==> config.mk <==
export PLATFORM = sky130hd
export DESIGN_NAME = dmasa_cfg_check
export DESIGN_NICKNAME = d
export VERILOG_FILES = /design/src/rtl/dmasa_pkg.sv /design/src/rtl/dmasa_step_rule.sv /design/src/rtl/dmasa_align_rule.sv /design/src/rtl/dmasa_status_reg.sv /design/src/rtl/dmasa_cfg_check.sv
export SDC_FILE = /design/constraint.sdc
export NUM_CORES = 1
export LEC_CHECK = 0
export ABC_AREA = 1
export ABC_CLOCK_PERIOD_IN_PS = 1400
export BUFFER_PORTS_ARGS = -buffer_cell sky130_fd_sc_hd__buf_2
export CELL_PAD_IN_SITES_DETAIL_PLACEMENT = 1
export CELL_PAD_IN_SITES_GLOBAL_PLACEMENT = 1
export CORE_MARGIN = 2
export CORE_UTILIZATION = 11
export DETAILED_ROUTE_END_ITERATION = 10
export PLACE_DENSITY = 0.89
export SETUP_SLACK_MARGIN = 0.3
export SLEW_MARGIN = 30
export SYNTH_ARGS = -nofsm -noshare
export SYNTH_HDL_FRONTEND = slang
export SYNTH_SLANG_ARGS = --single-unit
==> constraint.sdc <==
create_clock -name clk -period 1.4 [get_ports clk]
set_input_delay 0.21 -clock clk [delete_from_list [all_inputs] [get_ports clk]]
set_output_delay 0.21 -clock clk [all_outputs]
set_load 0.03 [all_outputs]
==> src/rtl/dmasa_pkg.sv <==
package dmasa_pkg;

    localparam int LOW_W = 3;

    typedef enum logic [2:0] {
        SZ_B1   = 3'd0,
        SZ_B2   = 3'd1,
        SZ_B4   = 3'd2,
        SZ_B8   = 3'd3,
        SZ_DW4  = 3'd4,
        SZ_DW8  = 3'd5,
        SZ_DW16 = 3'd6,
        SZ_DW32 = 3'd7
    } xfer_size_e;

    typedef enum logic {
        DIR_MEM_TO_IO = 1'b0,
        DIR_IO_TO_MEM = 1'b1
    } xfer_dir_e;

    typedef struct packed {
        logic step_zero;
        logic step_burst;
        logic src_align;
        logic cnt_align;
    } fault_t;

    // bytes moved per element for each size code
    function automatic int unsigned size_bytes(input xfer_size_e sz);
        int unsigned b;
        if (sz <= SZ_B8) b = 32'd1 << sz;
        else             b = 32'd8 << (sz - SZ_DW4 + 2);
        return b;
    endfunction

    // low-bit mask that must obey the alignment rules (granularity capped at 8 bytes)
    function automatic logic [LOW_W-1:0] gran_mask(input xfer_size_e sz);
        int unsigned g;
        g = size_bytes(sz);
        if (g > (32'd1 << LOW_W)) g = 32'd1 << LOW_W;
        return LOW_W'(g - 1);
    endfunction

endpackage

==> src/rtl/dmasa_step_rule.sv <==
module dmasa_step_rule
    import dmasa_pkg::*;
#(
    parameter int STEP_W     = 16,
    parameter int BURST_STEP = 8
) (
    input  xfer_dir_e                 dir,
    input  logic                      burst,
    input  logic                      fill,
    input  logic signed [STEP_W-1:0]  step,
    output logic                      zero_fault,
    output logic                      burst_fault,
    output logic                      step_neg
);
    localparam logic signed [STEP_W-1:0] STEP_POS = STEP_W'(BURST_STEP);
    localparam logic signed [STEP_W-1:0] STEP_NEG = -STEP_W'(BURST_STEP);

    logic is_zero;
    logic in_burst_set;

    always_comb begin
        is_zero      = (step == '0);
        step_neg     = step[STEP_W-1];
        in_burst_set = is_zero || (step == STEP_POS) || (step == STEP_NEG);
        zero_fault   = is_zero && ((dir == DIR_IO_TO_MEM) || fill);
        burst_fault  = burst && !in_burst_set;
    end

endmodule

==> src/rtl/dmasa_align_rule.sv <==
module dmasa_align_rule
    import dmasa_pkg::*;
(
    input  xfer_size_e       size,
    input  logic             step_neg,
    input  logic [LOW_W-1:0] src_lo,
    input  logic [LOW_W-1:0] cnt_lo,
    output logic             src_fault,
    output logic             cnt_fault
);
    logic [LOW_W-1:0] mask;
    logic [LOW_W-1:0] src_bad;
    logic [LOW_W-1:0] cnt_bad;

    assign mask = gran_mask(size);

    for (genvar i = 0; i < LOW_W; i++) begin : g_bit
        // a covered source bit must equal the step sign: ones going down, zeros going up
        assign src_bad[i] = mask[i] && (src_lo[i] != step_neg);
        assign cnt_bad[i] = mask[i] && cnt_lo[i];
    end

    assign src_fault = |src_bad;
    assign cnt_fault = |cnt_bad;

endmodule

==> src/rtl/dmasa_status_reg.sv <==
module dmasa_status_reg (
    input  logic clk,
    input  logic rst,
    input  logic start,
    input  logic cfg_ok,
    input  logic clr,
    output logic grant,
    output logic err
);
    logic accept;

    assign accept = start && !err;

    always_ff @(posedge clk) begin
        if (rst) begin
            grant <= 1'b0;
            err   <= 1'b0;
        end else begin
            grant <= accept && cfg_ok;
            if (err && clr)
                err <= 1'b0;
            else if (accept && !cfg_ok)
                err <= 1'b1;
        end
    end

    p_exclusive_r7: assert property (@(posedge clk) disable iff (rst)
        !(grant && err));

    p_grant_cause_r7: assert property (@(posedge clk) disable iff (rst)
        grant |-> $past(start) && !$past(err));

    p_err_cause_r7: assert property (@(posedge clk) disable iff (rst)
        $rose(err) |-> $past(start));

    p_sticky_r8: assert property (@(posedge clk) disable iff (rst)
        err && !clr |=> err);

    p_blocked_r8: assert property (@(posedge clk) disable iff (rst)
        err |=> !grant);

    p_clear_r8: assert property (@(posedge clk) disable iff (rst)
        err && clr |=> !err);

endmodule

==> src/rtl/dmasa_cfg_check.sv <==
module dmasa_cfg_check
    import dmasa_pkg::*;
#(
    parameter int STEP_W     = 16,
    parameter int ADDR_W     = 32,
    parameter int BURST_STEP = 8
) (
    input  logic                     clk,
    input  logic                     rst,
    input  logic                     start_i,
    input  logic                     dir_i,
    input  logic                     burst_i,
    input  logic                     fill_i,
    input  logic [2:0]               size_i,
    input  logic [2:0]               src_lo_i,
    input  logic signed [STEP_W-1:0] src_step_i,
    input  logic [2:0]               count_lo_i,
    input  logic [ADDR_W-1:0]        dst_addr_i,
    input  logic [STEP_W-1:0]        dst_step_i,
    input  logic                     err_clr_i,
    output logic                     grant_o,
    output logic                     err_o
);
    fault_t     fault;
    logic       step_neg;
    logic       cfg_ok;
    xfer_size_e size_e;
    xfer_dir_e  dir_e;

    // destination settings play no part in single-address checking
    logic unused_dst;
    assign unused_dst = ^{dst_addr_i, dst_step_i};

    assign size_e = xfer_size_e'(size_i);
    assign dir_e  = xfer_dir_e'(dir_i);

    dmasa_step_rule #(
        .STEP_W     (STEP_W),
        .BURST_STEP (BURST_STEP)
    ) u_step (
        .dir         (dir_e),
        .burst       (burst_i),
        .fill        (fill_i),
        .step        (src_step_i),
        .zero_fault  (fault.step_zero),
        .burst_fault (fault.step_burst),
        .step_neg    (step_neg)
    );

    dmasa_align_rule u_align (
        .size      (size_e),
        .step_neg  (step_neg),
        .src_lo    (src_lo_i),
        .cnt_lo    (count_lo_i),
        .src_fault (fault.src_align),
        .cnt_fault (fault.cnt_align)
    );

    assign cfg_ok = (fault == '0);

    dmasa_status_reg u_status (
        .clk    (clk),
        .rst    (rst),
        .start  (start_i),
        .cfg_ok (cfg_ok),
        .clr    (err_clr_i),
        .grant  (grant_o),
        .err    (err_o)
    );

    p_zero_step_r2: assert property (@(posedge clk) disable iff (rst)
        start_i && !err_o && (src_step_i == '0) && (dir_i || fill_i) |=> err_o);

    p_burst_set_r3: assert property (@(posedge clk) disable iff (rst)
        start_i && !err_o && burst_i && (src_step_i != STEP_W'(BURST_STEP))
            && (src_step_i != -STEP_W'(BURST_STEP)) && (src_step_i != '0) |=> err_o);

    p_neg_half_r4: assert property (@(posedge clk) disable iff (rst)
        start_i && !err_o && src_step_i[STEP_W-1] && (size_i == 3'd1) && !src_lo_i[0] |=> err_o);

    p_pos_word_r5: assert property (@(posedge clk) disable iff (rst)
        start_i && !err_o && !src_step_i[STEP_W-1] && (size_i == 3'd2) && (src_lo_i[1:0] != 2'b00)
            |=> err_o);

endmodule

# Word-level counts from Yosys, hierarchy flattened
# Index checks and enable logic that the tools add are counted.
[word_totals]
reg_bits = 2
input_bits = 80
out_inout_bits = 2
elab_cells = 39
[op_classes]
add_sub_neg = 3
magnitude_cmp = 2
eq_ne = 5
n_shift = 2
n_mux = 2
n_reduce_logical = 23
[ops]
columns = ["operator", "n"]
rows = [
  ["adder 32 x 2 -> 32 bit (second input constant)", 1],
  ["> comparator 32 x 4 -> 1 bit (second input constant)", 1],
  ["two-way mux 32 bit", 1],
  ["<< shifter 1 x 3 -> 32 bit (first input constant)", 1],
  ["<< shifter 4 x 32 -> 32 bit (first input constant)", 1],
  ["equality test 16 x 4 -> 1 bit (second input constant)", 1],
  ["equality test 16 x 5 -> 1 bit (second input constant)", 1],
  ["logical NOT 16 bit", 1],
  ["logical AND 1 bit", 12],
  ["OR reduction 3 bit", 2],
  ["logical NOT 4 bit", 1],
  ["subtractor 3 x 3 -> 4 bit (second input constant)", 1],
  ["<= comparator 3 x 2 -> 1 bit (second input constant)", 1],
  ["logical NOT 1 bit", 3],
  ["logical OR 1 bit", 3],
  ["two-way mux 3 bit", 1],
  ["!= test 1 bit", 3],
  ["subtractor 3 x 1 -> 3 bit (second input constant)", 1],
  ["OR reduction 2 bit", 1],
]

# Logic depth before layout (Yosys ltp)
[depth]
word_depth = 12
mapped_depth = 11
ltp_nobuf = 11

# Hierarchy
# Synthesis repeated with hierarchy kept, for this count alone.
[hier_totals]
cells_unflattened = 88
area_unflattened_um2 = 430.4
[by_module_without_submodules]
columns = ["mod", "n_inst", "cells_per_inst", "area_per_inst_um2", "seq_area_each_um2"]
rows = [
  ["dmasa_align_rule", 1, 33, 166.4, 0.0],
  ["dmasa_step_rule", 1, 37, 157.7, 0.0],
  ["dmasa_status_reg", 1, 11, 80.1, 40.0],
  ["dmasa_cfg_check", 1, 7, 26.3, 0.0],
]

# Worst setup path after synthesis
# OpenSTA, ideal clock, no wires.
[synth_timing]
path_kind = "input -> register"
from = "in size_i[2]"
to = "reg u_status.err"
setup_time_ns = 0.114
arrival_ns = 0.948
required_time_ns = 1.286
setup_slack_ns = 0.338
stages = 10
n_path_buf = 0
path_cell_list = "inv_1 ha_1 inv_1 nand4_1 nand3_1 nand2_1 nor2_2 nand3_2 nand2_2 a21oi_2"
[synth_between]
elab_chain_len = 12
word_cells_on_any_way = 20
classes_between = "add/sub: 3; order compare: 2; shift: 2; mux: 2; reduce/logical: 11"
[synth_lines]
columns = ["item", "line_no", "rtl"]
rows = [
  ["from (decl)", "dmasa_cfg_check.sv:14", "input logic [2:0] size_i,"],
  ["subtractor 3 x 3 -> 4 bit", "dmasa_pkg.sv:32", "else b = 32'd8 << (sz - SZ_DW4 + 2);"],
  ["adder 32 x 2 -> 32 bit", "dmasa_pkg.sv:32", ""],
  ["<< shifter 4 x 32 -> 32 bit", "dmasa_pkg.sv:32", ""],
  ["two-way mux 32 bit *", "dmasa_pkg.sv:31", "if (sz <= SZ_B8) b = 32'd1 << sz;"],
  ["> comparator 32 x 4 -> 1 bit", "dmasa_pkg.sv:40", "if (g > (32'd1 << LOW_W)) g = 32'd1 << LOW_W;"],
  ["two-way mux 3 bit *", "dmasa_pkg.sv:40", ""],
  ["subtractor 3 x 1 -> 3 bit *", "dmasa_pkg.sv:41", "return LOW_W'(g - 1);"],
  ["logical AND 1 bit (on tied branches)", "dmasa_align_rule.sv:20, dmasa_align_rule.sv:19", ""],
  ["OR reduction 3 bit (on tied branches)", "dmasa_align_rule.sv:24, dmasa_align_rule.sv:23", ""],
  ["logical NOT 4 bit *", "dmasa_cfg_check.sv:59", "assign cfg_ok = (fault == '0);"],
  ["logical NOT 1 bit *", "dmasa_status_reg.sv:22", "else if (accept && !cfg_ok)"],
  ["logical AND 1 bit *", "dmasa_status_reg.sv:22", ""],
  ["to (signal assigned)", "dmasa_status_reg.sv:17", "err <= 1'b0;"],
  ["to (signal assigned)", "dmasa_status_reg.sv:21", "err <= 1'b0;"],
  ["to (signal assigned)", "dmasa_status_reg.sv:23", "err <= 1'b1;"],
  ["to (decl)", "dmasa_status_reg.sv:8", "output logic err"],
]
# Mark *: on every way between the ends. The rest lies on a longest branch, timed or not.
# A chain may end at the register's enable or synchronous reset.

# Worst setup path in the final report
# Ends and elaborated chain as after synthesis.

==> metrics.md <==
| Metric | Value |
|---|---|
| Die Wd | `61.6 microns` |
| Post-synth cell types | `18` |
| Sequential fraction of the synthesis area | `0.110` |
| Worst EP required | `1.51 ns` |
| Net switching power | `0.0902 mW` |
| LEAKAGE | `0.350 nW` |
| Syn nets | `151` |
| Tightest Pin Transition | `0.277 ns` |
| CP cell instances | `buf_2 > inv_1 > ha_2 > inv_1 > nand4_1 > nand3_1 > nand2_1 > nor2_2 > nand3_2 > nand2_2 > a21oi_2` |
| Initial antenna violation count | `0` |
| Synth Register Bits | `2` |
| Initial Util | `0.118` |
| Clock root buffer master | `clkbuf_4` |
| Die Y | `61.6 microns` |
| Post-placement cell count | `146` |
| VDD IR max | `0.132 mV` |
| Critical path launch point type | `primary input` |
| Vias | `530` |
| DRT Pass-1 Iters | `1` |
| Critical path arrival | `1.13 ns` |
| Net count, final | `189` |
| H-tree level count | `1` |
| Setup TNS | `0 ns` |
| Row count | `20` |
| Synth-to-Final Area Change | `67.8%` |
| Delay-heaviest family, CP | `simple AND/OR/NAND/NOR gates` |
| WHS | `0.235 ns` |
| Achievable frequency | `986 MHz` |
| Most common cell after layout, fill and taps aside | `buf_2` |
| Core Util, Final | `0.198` |
| Final hold violation count | `0` |
| Sw Ratio | `0.298` |
| Antenna Cells | `0` |
| Clock skew | `0.0000937 ns` |
| Buffers & Inverters on Critical Path | `3` |
| Final WL | `1100 microns` |
| Outcome | `finished clean` |
| Unrepaired setup endpoints after global routing | `no` |
| Critical Path Fanout Max | `4` |
| Finished Layout Cells | `149` |
| Vias per cell | `3.56` |
| Clock Sinks | `2` |
| CTS tree | `yes` |
| Top Ports | `82` |
| Crit path kind | `in2reg` |
| First-pass GRT wire length | `1840 microns` |
| Endpoints failing setup | `0` |
| Hold-fix buffers, CTS | `0` |
| Pwr Density | `494 mW/mm^2` |
| HPWL Detailed | `1050 microns` |
| Hold Path Class | `in2reg` |
| Tot GR Track Use | `0.0645` |
| Power share of the combinational group | `0.386` |
| Die area | `0.00380 sq mm` |
| Delay of the slowest critical-path stage | `0.18 ns` |
| Port bufs | `33` |
| Most frequent cells in the layout | `32 x buf_2, 22 x nand2_1, 12 x nor2_1` |
| Setup crit end kind | `register` |
| Rel. slew slack | `0.815` |
| Largest net degree at the start of global routing | `6` |
| Total gr overflow | `0` |
| Clock Power Share | `0.409` |
| Seq pwr share | `0.204` |
| Ratio of cells with drive above 1 in the final layout | `0.448` |
| CTS Buf Count | `3` |
| Internal | `0.213 mW` |
| Vias in the first global route | `504` |
| Antenna Nets Post-Route | `0` |
| Pins Over Slew Limit | `0` |
| Clock period minus worst slack | `1.01 ns` |
| Worst skew pair latency | `0.22 ns` |
| Clk slew on worst S/H paths | `0.03 ns` |
| GPL Wtd Cong | `0.621` |
| Detailed-route wire length per cell | `7.40 microns` |
| Clock buffer depth | `2` |
| Mapped cell area | `365 sq um` |
| Avg Cell Area, Syn | `5.29 sq um` |
| Core Footprint | `0.00310 sq mm` |
| Drt initial violations | `0` |
| Gate count of the mapped netlist | `69` |
| Ys Warns | `0` |
| Most used cell, CP | `inv_1` |
| CP max stage cell | `ha_2` |
| Detailed-route DRC error count | `0` |
| Final period util | `0.724` |
| Max-Cap Viols | `0` |
[stage by stage]
step | setup slack [ns] | area (sq um) | power [mW]
finish | 0.386 | 613 | 0.303
global route | 0.303 | 613 | 0.342
CTS | 0.358 | 608 | 0.313
detailed placement | 0.120 | 586 | 0.181
global placement | 0.136 | 586 | 0.178
floorplan | 0.338 | 365 | 0.118
[metal layers]
metal / vias up / wire length [microns] / global-route usage
met1: 225 / 409 / 0.0686
met3: 4 / 74 / 0.0189
met5: - / 0 / 0
met4: 0 / 17 / 0.0274
li1: 281 / - / -
met2: 20 / 602 / 0.117
[cell type report]
class | instances | area, sq um
fillers | 429 | 2490
multi-input cells | 54 | 279
repair buffers | 33 | 168
well taps | 44 | 55.1
inverters | 13 | 48.8
flip-flops and latches | 2 | 40.0
clock buffers | 3 | 22.5
[power groups by stage]
stage	combinational [mW]	sequential (mW)	clock [mW]
final	0.117	0.0620	0.124
after global routing	0.135	0.0623	0.145
after CTS	0.119	0.0621	0.131
after detailed placement	0.119	0.0627	0
after global placement	0.116	0.0624	0
after floorplan	0.0504	0.0681	0
[repair_timing]
item,4_1_cts,5_1_grt
setup buffers,0,0
endpoints found under the setup margin,0,1
gates resized for setup,0,3
endpoints found under the hold margin,0,0
[synth_stat cells]
library cell  number  area [sq um]
a21oi_2            1          8.76
and2_1             1          6.26
dfxtp_1            2          40.0
ha_1               2          25.0
inv_1             12          45.0
inv_2              1          3.75
nand2_1           22          82.6
nand2_2            2          12.5
nand3_1            4          20.0
nand3_2            1          10.0
nand3b_1           1          7.51
nand4_1            1          6.26
nor2_1            12          45.0
nor2_2             3          18.8
nor3_1             1          5.00
o21bai_2           1          11.3
o32ai_1            1          8.76
xor2_1             1          8.76
[final timing paths]
kind,startpoint,end,slack (ns),cells past startpoint
setup reg to reg,u_status.err,u_status.grant,0.73,3
setup / recovery,size_i[2],u_status.err,0.39,11
hold / removal,start_i,u_status.err,0.23,3
hold reg to reg,u_status.err,u_status.err,0.51,2
[worst reg2reg max path: stages, from the launching register on]
cell,delay (ns)
dfxtp_1,0.31
inv_1,0.10
nand3_1,0.08
nor2_1,0.12
[sequential cells by signal (all words and copies together) (netlist names)]
name            count
u_status.grant      1
u_status.err        1
[kinds of logic after synthesis]
family	after synthesis	synth area share
buffers and inverters	13	0.134
xor gates and xnor gates	1	0.0240
adders and majority gates	2	0.0685
AOI/OAI and AO/OA	3	0.0788
DFF	2	0.110
and+or+nand+nor	48	0.586
(Power assumes the default switching activity.)
